===== src/rtl/alu_slice_pkg.sv =====
package alu_slice_pkg;

  typedef enum logic [2:0] {
    OP_CLR   = 3'b000,
    OP_BSUBA = 3'b001,
    OP_ASUBB = 3'b010,
    OP_ADD   = 3'b011,
    OP_XOR   = 3'b100,
    OP_OR    = 3'b101,
    OP_AND   = 3'b110,
    OP_SET   = 3'b111
  } alu_op_e;

  typedef enum logic [2:0] {
    RES_ZERO,
    RES_ONES,
    RES_SUM,
    RES_XOR,
    RES_OR,
    RES_AND
  } res_src_e;

  typedef struct packed {
    logic     inv_a;
    logic     inv_b;
    logic     arith;
    res_src_e src;
  } op_ctrl_t;

endpackage


===== src/rtl/alu_slice_dec.sv =====
module alu_slice_dec
  import alu_slice_pkg::*;
(
  input  logic [2:0] op_sel,
  output op_ctrl_t   ctrl
);

  always_comb begin
    ctrl = '{inv_a: 1'b0, inv_b: 1'b0, arith: 1'b0, src: RES_ZERO};
    unique case (alu_op_e'(op_sel))
      OP_CLR:   ctrl.src = RES_ZERO;
      OP_BSUBA: begin ctrl.inv_a = 1'b1; ctrl.arith = 1'b1; ctrl.src = RES_SUM; end
      OP_ASUBB: begin ctrl.inv_b = 1'b1; ctrl.arith = 1'b1; ctrl.src = RES_SUM; end
      OP_ADD:   begin ctrl.arith = 1'b1; ctrl.src = RES_SUM; end
      OP_XOR:   ctrl.src = RES_XOR;
      OP_OR:    ctrl.src = RES_OR;
      OP_AND:   ctrl.src = RES_AND;
      OP_SET:   ctrl.src = RES_ONES;
      default:  ctrl.src = RES_ZERO;
    endcase
  end

endmodule


===== src/rtl/alu_slice_arith.sv =====
module alu_slice_arith #(
  parameter int WIDTH = 4
) (
  input  logic [WIDTH-1:0] x,
  input  logic [WIDTH-1:0] y,
  input  logic             cin,
  output logic [WIDTH-1:0] sum,
  output logic             grp_gen,
  output logic             grp_prop
);

  logic [WIDTH-1:0] gen_b, prop_b;
  logic [WIDTH:0]   carry;
  logic [WIDTH-1:0] g_acc, p_acc;

  assign gen_b  = x & y;
  assign prop_b = x | y;
  assign carry[0] = cin;

  genvar i;
  generate
    for (i = 0; i < WIDTH; i++) begin : g_bit
      assign carry[i+1] = gen_b[i] | (prop_b[i] & carry[i]);
      assign sum[i]     = x[i] ^ y[i] ^ carry[i];
      if (i == 0) begin : g_first
        assign g_acc[i] = gen_b[i];
        assign p_acc[i] = prop_b[i];
      end else begin : g_next
        assign g_acc[i] = gen_b[i] | (prop_b[i] & g_acc[i-1]);
        assign p_acc[i] = prop_b[i] & p_acc[i-1];
      end
    end
  endgenerate

  assign grp_gen  = g_acc[WIDTH-1];
  assign grp_prop = p_acc[WIDTH-1];

endmodule


===== src/rtl/alu_slice_logic.sv =====
module alu_slice_logic
  import alu_slice_pkg::*;
#(
  parameter int WIDTH = 4
) (
  input  res_src_e         src,
  input  logic [WIDTH-1:0] a,
  input  logic [WIDTH-1:0] b,
  input  logic [WIDTH-1:0] sum,
  output logic [WIDTH-1:0] res
);

  always_comb begin
    unique case (src)
      RES_ZERO: res = '0;
      RES_ONES: res = '1;
      RES_SUM:  res = sum;
      RES_XOR:  res = a ^ b;
      RES_OR:   res = a | b;
      RES_AND:  res = a & b;
      default:  res = '0;
    endcase
  end

endmodule


===== src/rtl/alu_slice_la.sv =====
module alu_slice_la
  import alu_slice_pkg::*;
#(
  parameter int WIDTH = 4
) (
  input  logic             clk,
  input  logic             rst,
  input  logic [2:0]       op_sel,
  input  logic [WIDTH-1:0] a_in,
  input  logic [WIDTH-1:0] b_in,
  input  logic             cin,
  output logic [WIDTH-1:0] f_out,
  output logic             g_n,
  output logic             p_n
);

  op_ctrl_t         ctrl;
  logic [WIDTH-1:0] x_eff, y_eff, sum, res;
  logic             grp_gen, grp_prop;

  alu_slice_dec u_dec (
    .op_sel (op_sel),
    .ctrl   (ctrl)
  );

  assign x_eff = ctrl.inv_a ? ~a_in : a_in;
  assign y_eff = ctrl.inv_b ? ~b_in : b_in;

  alu_slice_arith #(.WIDTH(WIDTH)) u_arith (
    .x        (x_eff),
    .y        (y_eff),
    .cin      (cin),
    .sum      (sum),
    .grp_gen  (grp_gen),
    .grp_prop (grp_prop)
  );

  alu_slice_logic #(.WIDTH(WIDTH)) u_logic (
    .src (ctrl.src),
    .a   (a_in),
    .b   (b_in),
    .sum (sum),
    .res (res)
  );

  always_ff @(posedge clk) begin
    if (rst) begin
      f_out <= '0;
      g_n   <= 1'b1;
      p_n   <= 1'b1;
    end else begin
      f_out <= res;
      g_n   <= ~(ctrl.arith & grp_gen);
      p_n   <= ~(ctrl.arith & grp_prop);
    end
  end

endmodule


===== config.mk =====
export PLATFORM = sky130hd
export DESIGN_NAME = alu_slice_la
export DESIGN_NICKNAME = d
export VERILOG_FILES = /design/src/rtl/alu_slice_pkg.sv /design/src/rtl/alu_slice_dec.sv /design/src/rtl/alu_slice_arith.sv /design/src/rtl/alu_slice_logic.sv /design/src/rtl/alu_slice_la.sv
export SDC_FILE = /design/constraint.sdc
export NUM_CORES = 1
export LEC_CHECK = 0
export ABC_CLOCK_PERIOD_IN_PS = 2600
export BUFFER_PORTS_ARGS = -buffer_cell sky130_fd_sc_hd__buf_2
export CORE_MARGIN = 2
export CORE_UTILIZATION = 40
export DETAILED_ROUTE_END_ITERATION = 16
export GPL_ROUTABILITY_DRIVEN = 0
export PLACE_DENSITY_LB_ADDON = 0.3
export SETUP_SLACK_MARGIN = 0.15
export SLEW_MARGIN = 40
export SYNTH_ARGS = -nofsm -noshare
export SYNTH_HDL_FRONTEND = slang
export SYNTH_SLANG_ARGS = --single-unit

===== constraint.sdc =====
create_clock -name clk -period 2.6 [get_ports clk]
set_input_delay 0.13 -clock clk [delete_from_list [all_inputs] [get_ports clk]]
set_output_delay 0.13 -clock clk [all_outputs]
set_load 0.02 [all_outputs]

# ---- Word level (Yosys, flattened, before mapping)
# Cells that the tools add are included.
dict set report classes {
  mux 7
  reduce_logical 2
  eq_ne 12
  bitwise_logic 34
}
# operator n
set ops {}
lappend ops {{case mux 4 bit (5 select lines)} 1}
lappend ops {{== test 3 bit, second input constant} 6}
lappend ops {{case mux 3 bit (6 select lines)} 1}
lappend ops {{== test 3 x 2 -> 1 bit, second input constant} 4}
lappend ops {{bitwise AND 1 bit} 11}
lappend ops {{bitwise AND 4 bit} 2}
lappend ops {{2-to-1 mux 4 bit} 2}
lappend ops {{NOT 4 bit} 2}
lappend ops {{OR 4 bit} 2}
lappend ops {{XOR 1 bit} 8}
lappend ops {{== test 3 x 1 -> 1 bit, second input constant} 2}
lappend ops {{OR 1 bit} 6}
lappend ops {{XOR 4 bit} 1}
lappend ops {{logical NOT 3 bit} 1}
lappend ops {{2-to-1 mux 1 bit} 3}
lappend ops {{OR reduction 3 bit} 1}
lappend ops {{NOT 1 bit} 2}
dict set report word_totals {
  output_inout_bits 6
  regBits 6
  inputBits 14
}

# ---- Logic depth before layout (Yosys ltp)
# Gate-level depths: netlist of the first run.
dict set report logic_depth {
  word_depth 12
  mapped_depth 13
  mapped_depth_nobuf 12
}

# ---- Modules after synthesis
# From an unflattened synthesis of the first run, not the netlist that was laid out.
dict set report hier_totals {
  hier_cells 102
  hier_area_um2 842.1
}
# module seq_area_each_um2 instances area_per_inst_um2 cells_each
set by_module_without_submodules {}
lappend by_module_without_submodules {alu_slice_logic 0.0 1 301.5 43}
lappend by_module_without_submodules {alu_slice_arith 0.0 1 260.2 30}
lappend by_module_without_submodules {alu_slice_la 120.1 1 230.2 20}
lappend by_module_without_submodules {alu_slice_dec 0.0 1 50.0 9}

# ---- Worst setup path after synthesis of the first run
# OpenSTA, ideal clock, no wires.
dict set report synth_timing {
  kind {input -> register}
  start {input port op_sel[2]}
  end {register f_out[2]}
  path_slack_ps 233
  arrival_time_ps 2252
  path_stages 11
  required_ps 2485
  path_buffers 1
  cell_sequence {buf_2 -> nor3_4 -> xnor2_1 -> inv_1 -> fa_1 -> fa_1 -> inv_1 -> fa_1 -> nor2_1 -> a221o_1 -> a21oi_2}
}
dict set report synth_between {
  elab_chain_cells 10
  word_cells_on_any_way 28
}
# item line_no
set synth_rtl {}
lappend synth_rtl {{start: declaration} alu_slice_la.sv:8} ;# input logic [2:0] op_sel,
lappend synth_rtl {{== test 3 x 1 -> 1 bit or == test 3 x 2 -> 1 bit (tied branches)} alu_slice_dec.sv:10} ;# unique case (alu_op_e'(op_sel))
lappend synth_rtl {{2-to-1 mux 1 bit} alu_slice_dec.sv:10}
lappend synth_rtl {{2-to-1 mux 4 bit, on equally long branches} {alu_slice_la.sv:26, alu_slice_la.sv:27}}
lappend synth_rtl {{OR 4 bit} alu_slice_arith.sv:17} ;# assign prop_b = x | y;
lappend synth_rtl {{bitwise AND 1 bit} alu_slice_arith.sv:23} ;# assign carry[i+1] = gen_b[i] | (prop_b[i] & carry[i]);
lappend synth_rtl {{OR 1 bit} alu_slice_arith.sv:23}
lappend synth_rtl {{bitwise AND 1 bit} alu_slice_arith.sv:23}
lappend synth_rtl {{OR 1 bit} alu_slice_arith.sv:23}
lappend synth_rtl {{XOR 1 bit} alu_slice_arith.sv:24} ;# assign sum[i] = x[i] ^ y[i] ^ carry[i];
lappend synth_rtl {{case mux 4 bit (5 select lines) *} alu_slice_logic.sv:14} ;# unique case (src)
lappend synth_rtl {{end signal: assignment} alu_slice_la.sv:52} ;# f_out <= res;
lappend synth_rtl {{end: declaration} alu_slice_la.sv:12} ;# output logic [WIDTH-1:0] f_out,
# Mark *: on every way between the ends. The rest lies on a longest branch, timed or not.
# A chain may end at the register's enable or synchronous reset.

# ---- Worst setup path in the final report of the first run
dict set report layout_timing {
  start {input port op_sel[0]}
  end {register f_out[2]}
}
# Same word-level chain as after synthesis.

==> summary.md, run 1 <==
The die covers 0.00240 sq mm. The critical path goes through buf_2 -> inv_2 -> nor3_4 -> xnor2_1 -> inv_1 -> fa_1 -> fa_1 -> inv_1 -> fa_1 -> nor2_1 -> a221o_1 -> a21oi_2. In the layout the commonest cells are sky130_fd_sc_hd__inv_1 (20), sky130_fd_sc_hd__buf_2 (19), sky130_fd_sc_hd__ha_1 (16), sky130_fd_sc_hd__xnor2_1 (9). The logs give 0 for the max-cap violation count and 1 for the maximum level of the CTS H-tree. Among the stages of the critical path, the cell type that occurs most often is sky130_fd_sc_hd__fa_1. Power density over cell area: 359 mW/mm^2.

The clock net in this run drives a total of 6 sinks. The via count of the routed design is 682. TritonCTS built the clock tree.

The cell area after technology mapping is 811 sq um, and the data required time at the worst endpoint is 2740 ps. The floorplan step defined a core boundary enclosing 0.00194 sq mm. The via count of the first global-routing pass is 669.

The logs give 3 for the TritonCTS buffer count and 0 for the Yosys warning count. The total nets after synthesis came out at 132. In this run, synthesis produced a sequential element count of 6. For the total global-route track usage, the log shows 0.149. The most common cell after layout, fill and taps aside is sky130_fd_sc_hd__inv_1. After synthesis, the netlist uses 24 different library cells. Once the clock tree was built, the setup fixing pass inserted 0 buffers. The post-synthesis cell count was 99. The number of gates resized after CTS came out at 0. The part of the Yosys area used for sequential elements is 0.148, and the diode insertion count for antenna repair is 0.

Summed over all failing endpoints, the final setup total negative slack is 0 ps. Input and output buffers added on the ports amount to 19. The number of cell rows is 16, and the layout cell share with drive strength beyond 1 is 0.276.

The slew at the pin closest to its max-slew limit works out to 342 ps. The first global-routing pass estimated 2790 um of wire. Clock-pin slew was measured on the worst setup and hold paths at 40 ps.

The initial antenna violation count came out at 0. The flow ran to the end, and the final reports show no timing, DRC or antenna violations. The largest voltage drop on the vdd net is 0.000196 V, and the quantity of hold-fixing buffers added after cts is 0.

Summed over all nets, the half-perimeter wirelength after detailed placement is 1420 um. Clock tree synthesis selected as its root buffer the cell sky130_fd_sc_hd__clkbuf_4. The first TritonRoute pass finished after 3 iterations. For this run, the slowest stage of the critical path takes 410 ps. Hold violation count in the final report: 0. The completed layout was analyzed and its total power is 0.349 mW. The initial cell density of the core is 0.418. The die is 49.0 um wide. The critical-path maximum fanout came out at 7. Area growth from synthesis to layout: 19.9%.

The worst setup path is captured at a register. After the first detailed-routing iteration, the DRC count stood at 10. The total overflow left after global routing is 0. Startpoint kind of the worst setup timing path: an input port. The detail route stage leaves a number of antenna-violating nets equal to 0. Dividing the detail-routed wire length by the instance count gives 10.6 um. Based on the critical path, the design can be clocked at up to 430 MHz.

The leakage power summed over all cells was 0.525 nW. The final critical-path share of the clock period is 0.895. The tools report the DRC violations left as 0. Among all stages on the critical path, the largest delay is contributed by sky130_fd_sc_hd__fa_1.

The routed design has 1590 um of wire. After detailed routing, the number of vias per cell comes to 4.55. The run gives 0 as the number of pins with negative max-slew slack in the final report. Setup repair after global routing left no endpoint under its margin. The die is 49.0 um tall.

Number of nets at the end of the flow: 158. The minimum period implied by the final worst setup slack works out to 2330 ps. The worst setup path category was in2reg. Pin placement for this block handled 20 I/O pins. STA puts the critical path data arrival time at 2470 ps. The average instance area after synthesis is 8.19 sq um, and the worst hold path stage count is 2.

Worst min-delay path class: in2reg. The logs give 11 for the pin count of the biggest net entering global routing and 0.770 for the worst slew margin relative to its limit. Setup violations remaining at the end of the flow were counted as 0. No sink is reached through more buffers than the 2 on the longest clock path.
==> report_power, final <==
part | switching [mW] | total (mW) | internal, mW
Clock | 0.0343 | 0.0865 | 0.0522
Sequential | 0.00153 | 0.103 | 0.101
Combinational | 0.0899 | 0.159 | 0.0695
==> path summary, 6_finish.rpt <==
kind / from / endpoint / slack [ps]
setup / recovery: op_sel[0] / f_out[2] / 270
hold / removal: rst / f_out[2] / 100
==> state kept, by name, summed over array words and instances (netlist names) <==
register,flops
f_out,4
p_n,1
g_n,1
==> cells in the mapped netlist <==
| cell type | n | area share |
|---|---|---|
| sky130_fd_sc_hd__dfxtp_1 | 6 | 0.15 |
| sky130_fd_sc_hd__and2b_2 | 2 | 0.022 |
| sky130_fd_sc_hd__inv_2 | 1 | 0.0046 |
| sky130_fd_sc_hd__mux2i_1 | 3 | 0.037 |
| sky130_fd_sc_hd__o21bai_1 | 1 | 0.0093 |
| sky130_fd_sc_hd__buf_6 | 2 | 0.028 |
| sky130_fd_sc_hd__o21ai_0 | 7 | 0.043 |
| sky130_fd_sc_hd__a221o_1 | 1 | 0.012 |
| sky130_fd_sc_hd__nand3_1 | 1 | 0.0062 |
| sky130_fd_sc_hd__ha_1 | 16 | 0.25 |
| sky130_fd_sc_hd__nor2_1 | 7 | 0.032 |
| sky130_fd_sc_hd__fa_1 | 3 | 0.074 |
| sky130_fd_sc_hd__nor3_4 | 1 | 0.020 |
| sky130_fd_sc_hd__inv_1 | 20 | 0.093 |
| sky130_fd_sc_hd__a21oi_2 | 1 | 0.011 |
| sky130_fd_sc_hd__buf_2 | 1 | 0.0062 |
| sky130_fd_sc_hd__nand2_1 | 6 | 0.028 |
| sky130_fd_sc_hd__a21oi_1 | 3 | 0.019 |
| sky130_fd_sc_hd__nor2_2 | 1 | 0.0077 |
| sky130_fd_sc_hd__a31oi_1 | 4 | 0.031 |
| sky130_fd_sc_hd__and3_2 | 1 | 0.0093 |
| sky130_fd_sc_hd__xnor2_1 | 9 | 0.097 |
| sky130_fd_sc_hd__nand3b_1 | 1 | 0.0093 |
| sky130_fd_sc_hd__nor3_1 | 1 | 0.0062 |
==> logic make-up after synthesis <==
kind of cell / count (synthesis) / share of synthesized area
XOR/XNOR: 9 / 0.0972
multiplexers: 3 / 0.0370
AND/OR/NAND/NOR: 21 / 0.140
buffers and inverters: 24 / 0.131
flip-flops: 6 / 0.148
AO/OA/AOI/OAI: 17 / 0.125
adder cells (fa/ha/maj): 19 / 0.321
==> area by class of cell <==
class,count,area [sq um]
flip-flops and latches,6,120
repair buffers,24,133
fillers,201,970
well taps,27,33.8
inverters,21,78.8
clock buffers,3,22.5
multi-input cells,69,584
==> metal layers <==
| layer | GRT usage | routed length [um] | vias up |
|---|---|---|---|
| li1 | - | - | 361 |
| met1 | 0.191 | 730 | 302 |
| met2 | 0.251 | 782 | 17 |
| met3 | 0.0215 | 58 | 2 |
| met4 | 0.0571 | 20 | 0 |
| met5 | 0 | 0 | - |
==> through the flow <==
step	instance area (sq um)	setup WS [ps]	hold slack, ps	utilization	cells
final	972	273	95.5	0.501	150
after global routing	972	163	104	0.501	150
after CTS	972	273	95.4	0.501	150
after detailed placement	950	19.5	354	0.489	147
after global placement	950	87.6	351	0.489	147
after floorplan	811	233	192	-	99
==> critical path: cells and delay by family <==
kind	cells	cell delay, ps
XOR/XNOR	1	170
AND/OR/NAND/NOR	2	360
buffers and inverters	4	420
adder cells (fa/ha/maj)	3	1190
AO/OA/AOI/OAI	2	180
No activity file was read; power rests on OpenSTA's default activity.
==> run 2: changes to the inputs <==
Settings changed: ABC_CLOCK_PERIOD_IN_PS 2600 to 2700, CTS_BUF_LIST set to sky130_fd_sc_hd__clkbuf_4 sky130_fd_sc_hd__clkbuf_8.
Clock period 2.6 ns to 2.7 ns, I/O delays scaled along.
==> summary.md, run 2 (synthesis gave the netlist of run 1 again) <==
The die boundary height was 49.0 um (unchanged); the total overflow reported by the global router was 0 (unchanged). The number of pins with negative max-slew slack in the final report was 0 (unchanged). For this design, the slowest cell found on the critical path is sky130_fd_sc_hd__fa_1.

The placed instance count is 144 (-2.0%), and the number of buffers on the longest clock path is 2 (unchanged). The worst slew margin relative to its limit was 0.741 (-0.0298); the number of gates resized after CTS was 0 (unchanged). In the layout the commonest cells are sky130_fd_sc_hd__inv_1 (20), sky130_fd_sc_hd__buf_2 (19), sky130_fd_sc_hd__ha_1 (16), sky130_fd_sc_hd__xnor2_1 (9). Arrival time of the worst setup path: 2450 ps (-20 ps). The tools report the leakage power summed over all cells as 0.510 nW (-2.8%). By instance count, the cell type seen most on the critical path is sky130_fd_sc_hd__fa_1.

The layout cell share with drive strength beyond 1 is 0.258 (-0.0181), and the minimum period implied by the final worst setup slack is 2330 ps. The run gives 0.00240 sq mm (unchanged) as the die footprint. The critical-path maximum fanout is 13 (+6). The buffers plus inverters on the worst setup path is 3 (-1).

The critical path goes through buf_2 -> and3_2 -> xnor2_1 -> inv_1 -> fa_1 -> fa_1 -> inv_1 -> fa_1 -> nor2_1 -> a221o_1 -> a21oi_2. Clock tree synthesis selected as its root buffer the cell sky130_fd_sc_hd__clkbuf_4. Diode insertion count for antenna repair: 0 (unchanged).

For the total length of routed wires, the log shows 1500 um (-5.7%). The worst hold path begins at rst. For the number of cells in the finished layout apart from fillers, the log shows 147 (-2.0%). The tools report the total setup violations reported at the end of the flow as 0 (unchanged).

The sum of internal, switching and leakage power is 0.326 mW (-6.5%), and the number of nets at the end of the flow is 155 (-1.9%). The worst hold path terminates at f_out[2]. Post-DP HPWL: 1340 um (-5.6%). The via count of the first global-routing pass was 624 (-6.7%). The power density over cell area is 343 mW/mm^2 (-4.3%). The run gives 3 (unchanged) as the TritonCTS buffer count. The maximum level of the CTS H-tree is 1 (unchanged), and the final critical-path share of the clock period is 0.862.

The setup fix buffers added after clock tree synthesis was 0 (unchanged). For the initial antenna violation count, the log shows 0 (unchanged). The startpoint kind of the worst setup timing path was an input port. The run finished with clean final reports. The detailed-router iteration count before antenna repair was 4 (+1); the pin count of the biggest net entering global routing was 14 (+3). Ranked by flip-flop count, first place goes to f_out. Setup repair after global routing left no endpoint under its margin.

The tools report the max-cap violation count as 0 (unchanged). TritonCTS built the clock tree. The DRC violations left was 0 (unchanged). The I/O pin total is 20 (unchanged). The wire length per cell is 10.2 um (-3.8%), and the maximum frequency from static timing analysis is 430 MHz. The via density per instance is 4.56 (+0.39%). The slew at the pin closest to its max-slew limit was 386 ps (+44.4 ps). The initial cell density of the core was 0.418 (unchanged); the data required time at the worst endpoint was 2830 ps (+90 ps). For the final design instance area without fill, the log shows 950 sq um (-2.3%). The number of inserted filler cells in the final layout is 209 (+4.0%), and the horizontal die dimension is 49.0 um (unchanged). The setup path with the least slack is of type in2reg. Compared with the post-synthesis result, the final layout area differs by 17.1%. Worst hold path stage count: 2 (unchanged). The largest registers in the layout are f_out: 4 flops, g_n: 1 flops, p_n: 1 flops. The run gives 0.489 (-0.0116) as the final core utilization. The quantity of hold-fixing buffers added after cts is 0 (unchanged). The run gives 6 (unchanged) as the total clock sinks. Most common cell after layout, fill and taps aside: sky130_fd_sc_hd__inv_1. The run gives 5 (-5) as the DRC marker count from the first detailed-route iteration.

The flip-flop count of the largest register after layout was 4 (unchanged). For the largest voltage drop on the vdd net, the log shows 0.000171 V (-13%). The clock-pin slew on the worst setup and hold paths is 40 ps (about the same).

For the total global-route track usage, the log shows 0.137 (-0.0116). Grouping stages by cell kind, the critical path spends the most delay in adder cells. The via count of the routed design is 671 (-1.6%). The hold violation count in the final report was 0 (unchanged); the wire length of the first global-routing pass was 2620 um (-5.9%). STA classifies the critical path endpoint as a register.

The area of the placeable core was 0.00194 sq mm (unchanged); the setup TNS after final layout was 0 ps (unchanged). The count of input and output buffers is 19 (unchanged), and the area of placed instances is 927 sq um (-2.4%). Number of cell rows: 16 (unchanged). The min-delay analysis places its worst path in the category in2reg. Remaining antenna violation count after routing: 0 (unchanged). The largest stage delay on the critical path came out at 400 ps (about the same).
run 2: changes by cell type in the layout (fill, tap and decap cells not counted), sizes merged:
| cell | before | now |
|---|---|---|
| buf | 24 | 21 |
run 2: power by group:
part	leakage (nW)	internal, mW	switching [mW]
registers	0.0497	0.0974	0.00146
clock network	0.0138	0.0500	0.0285
logic	0.446	0.0637	0.0848
run 2: final cells by class:
cell class	instances	area (sq um)	share of cell area
multi-input cells	69	584	0.615
flip-flops and latches	6	120	0.126
repair buffers	21	110	0.116
inverters	21	78.8	0.0830
well taps	27	33.8	0.0356
clock buffers	3	22.5	0.0237
run 2: per-layer routing:
layer,part of all wire,track usage
met1,0.46,0.174
met2,0.49,0.242
met4,0.0093,0.0429
met3,0.045,0.0153
met5,0,0
run 2: how the worst max path moves through the flow:
stage	from	endpoint	slack (ps)	cells past startpoint
6_report	op_sel[1]	f_out[2]	370	11
5_1_grt	op_sel[1]	f_out[2]	190	11
4_1_cts	op_sel[1]	f_out[2]	380	11
3_5_place_dp	op_sel[1]	f_out[2]	130	11
3_3_place_gp	op_sel[1]	f_out[2]	160	11
2_1_floorplan	op_sel[2]	f_out[2]	330	11
run 2: stage by stage:
stage / hold slack, ps / worst slack (ps)
finish: 121 / 372
detailed placement: 362 / 135
global route: 120 / 191
floorplan: 197 / 328
global placement: 359 / 158
CTS: 110 / 380
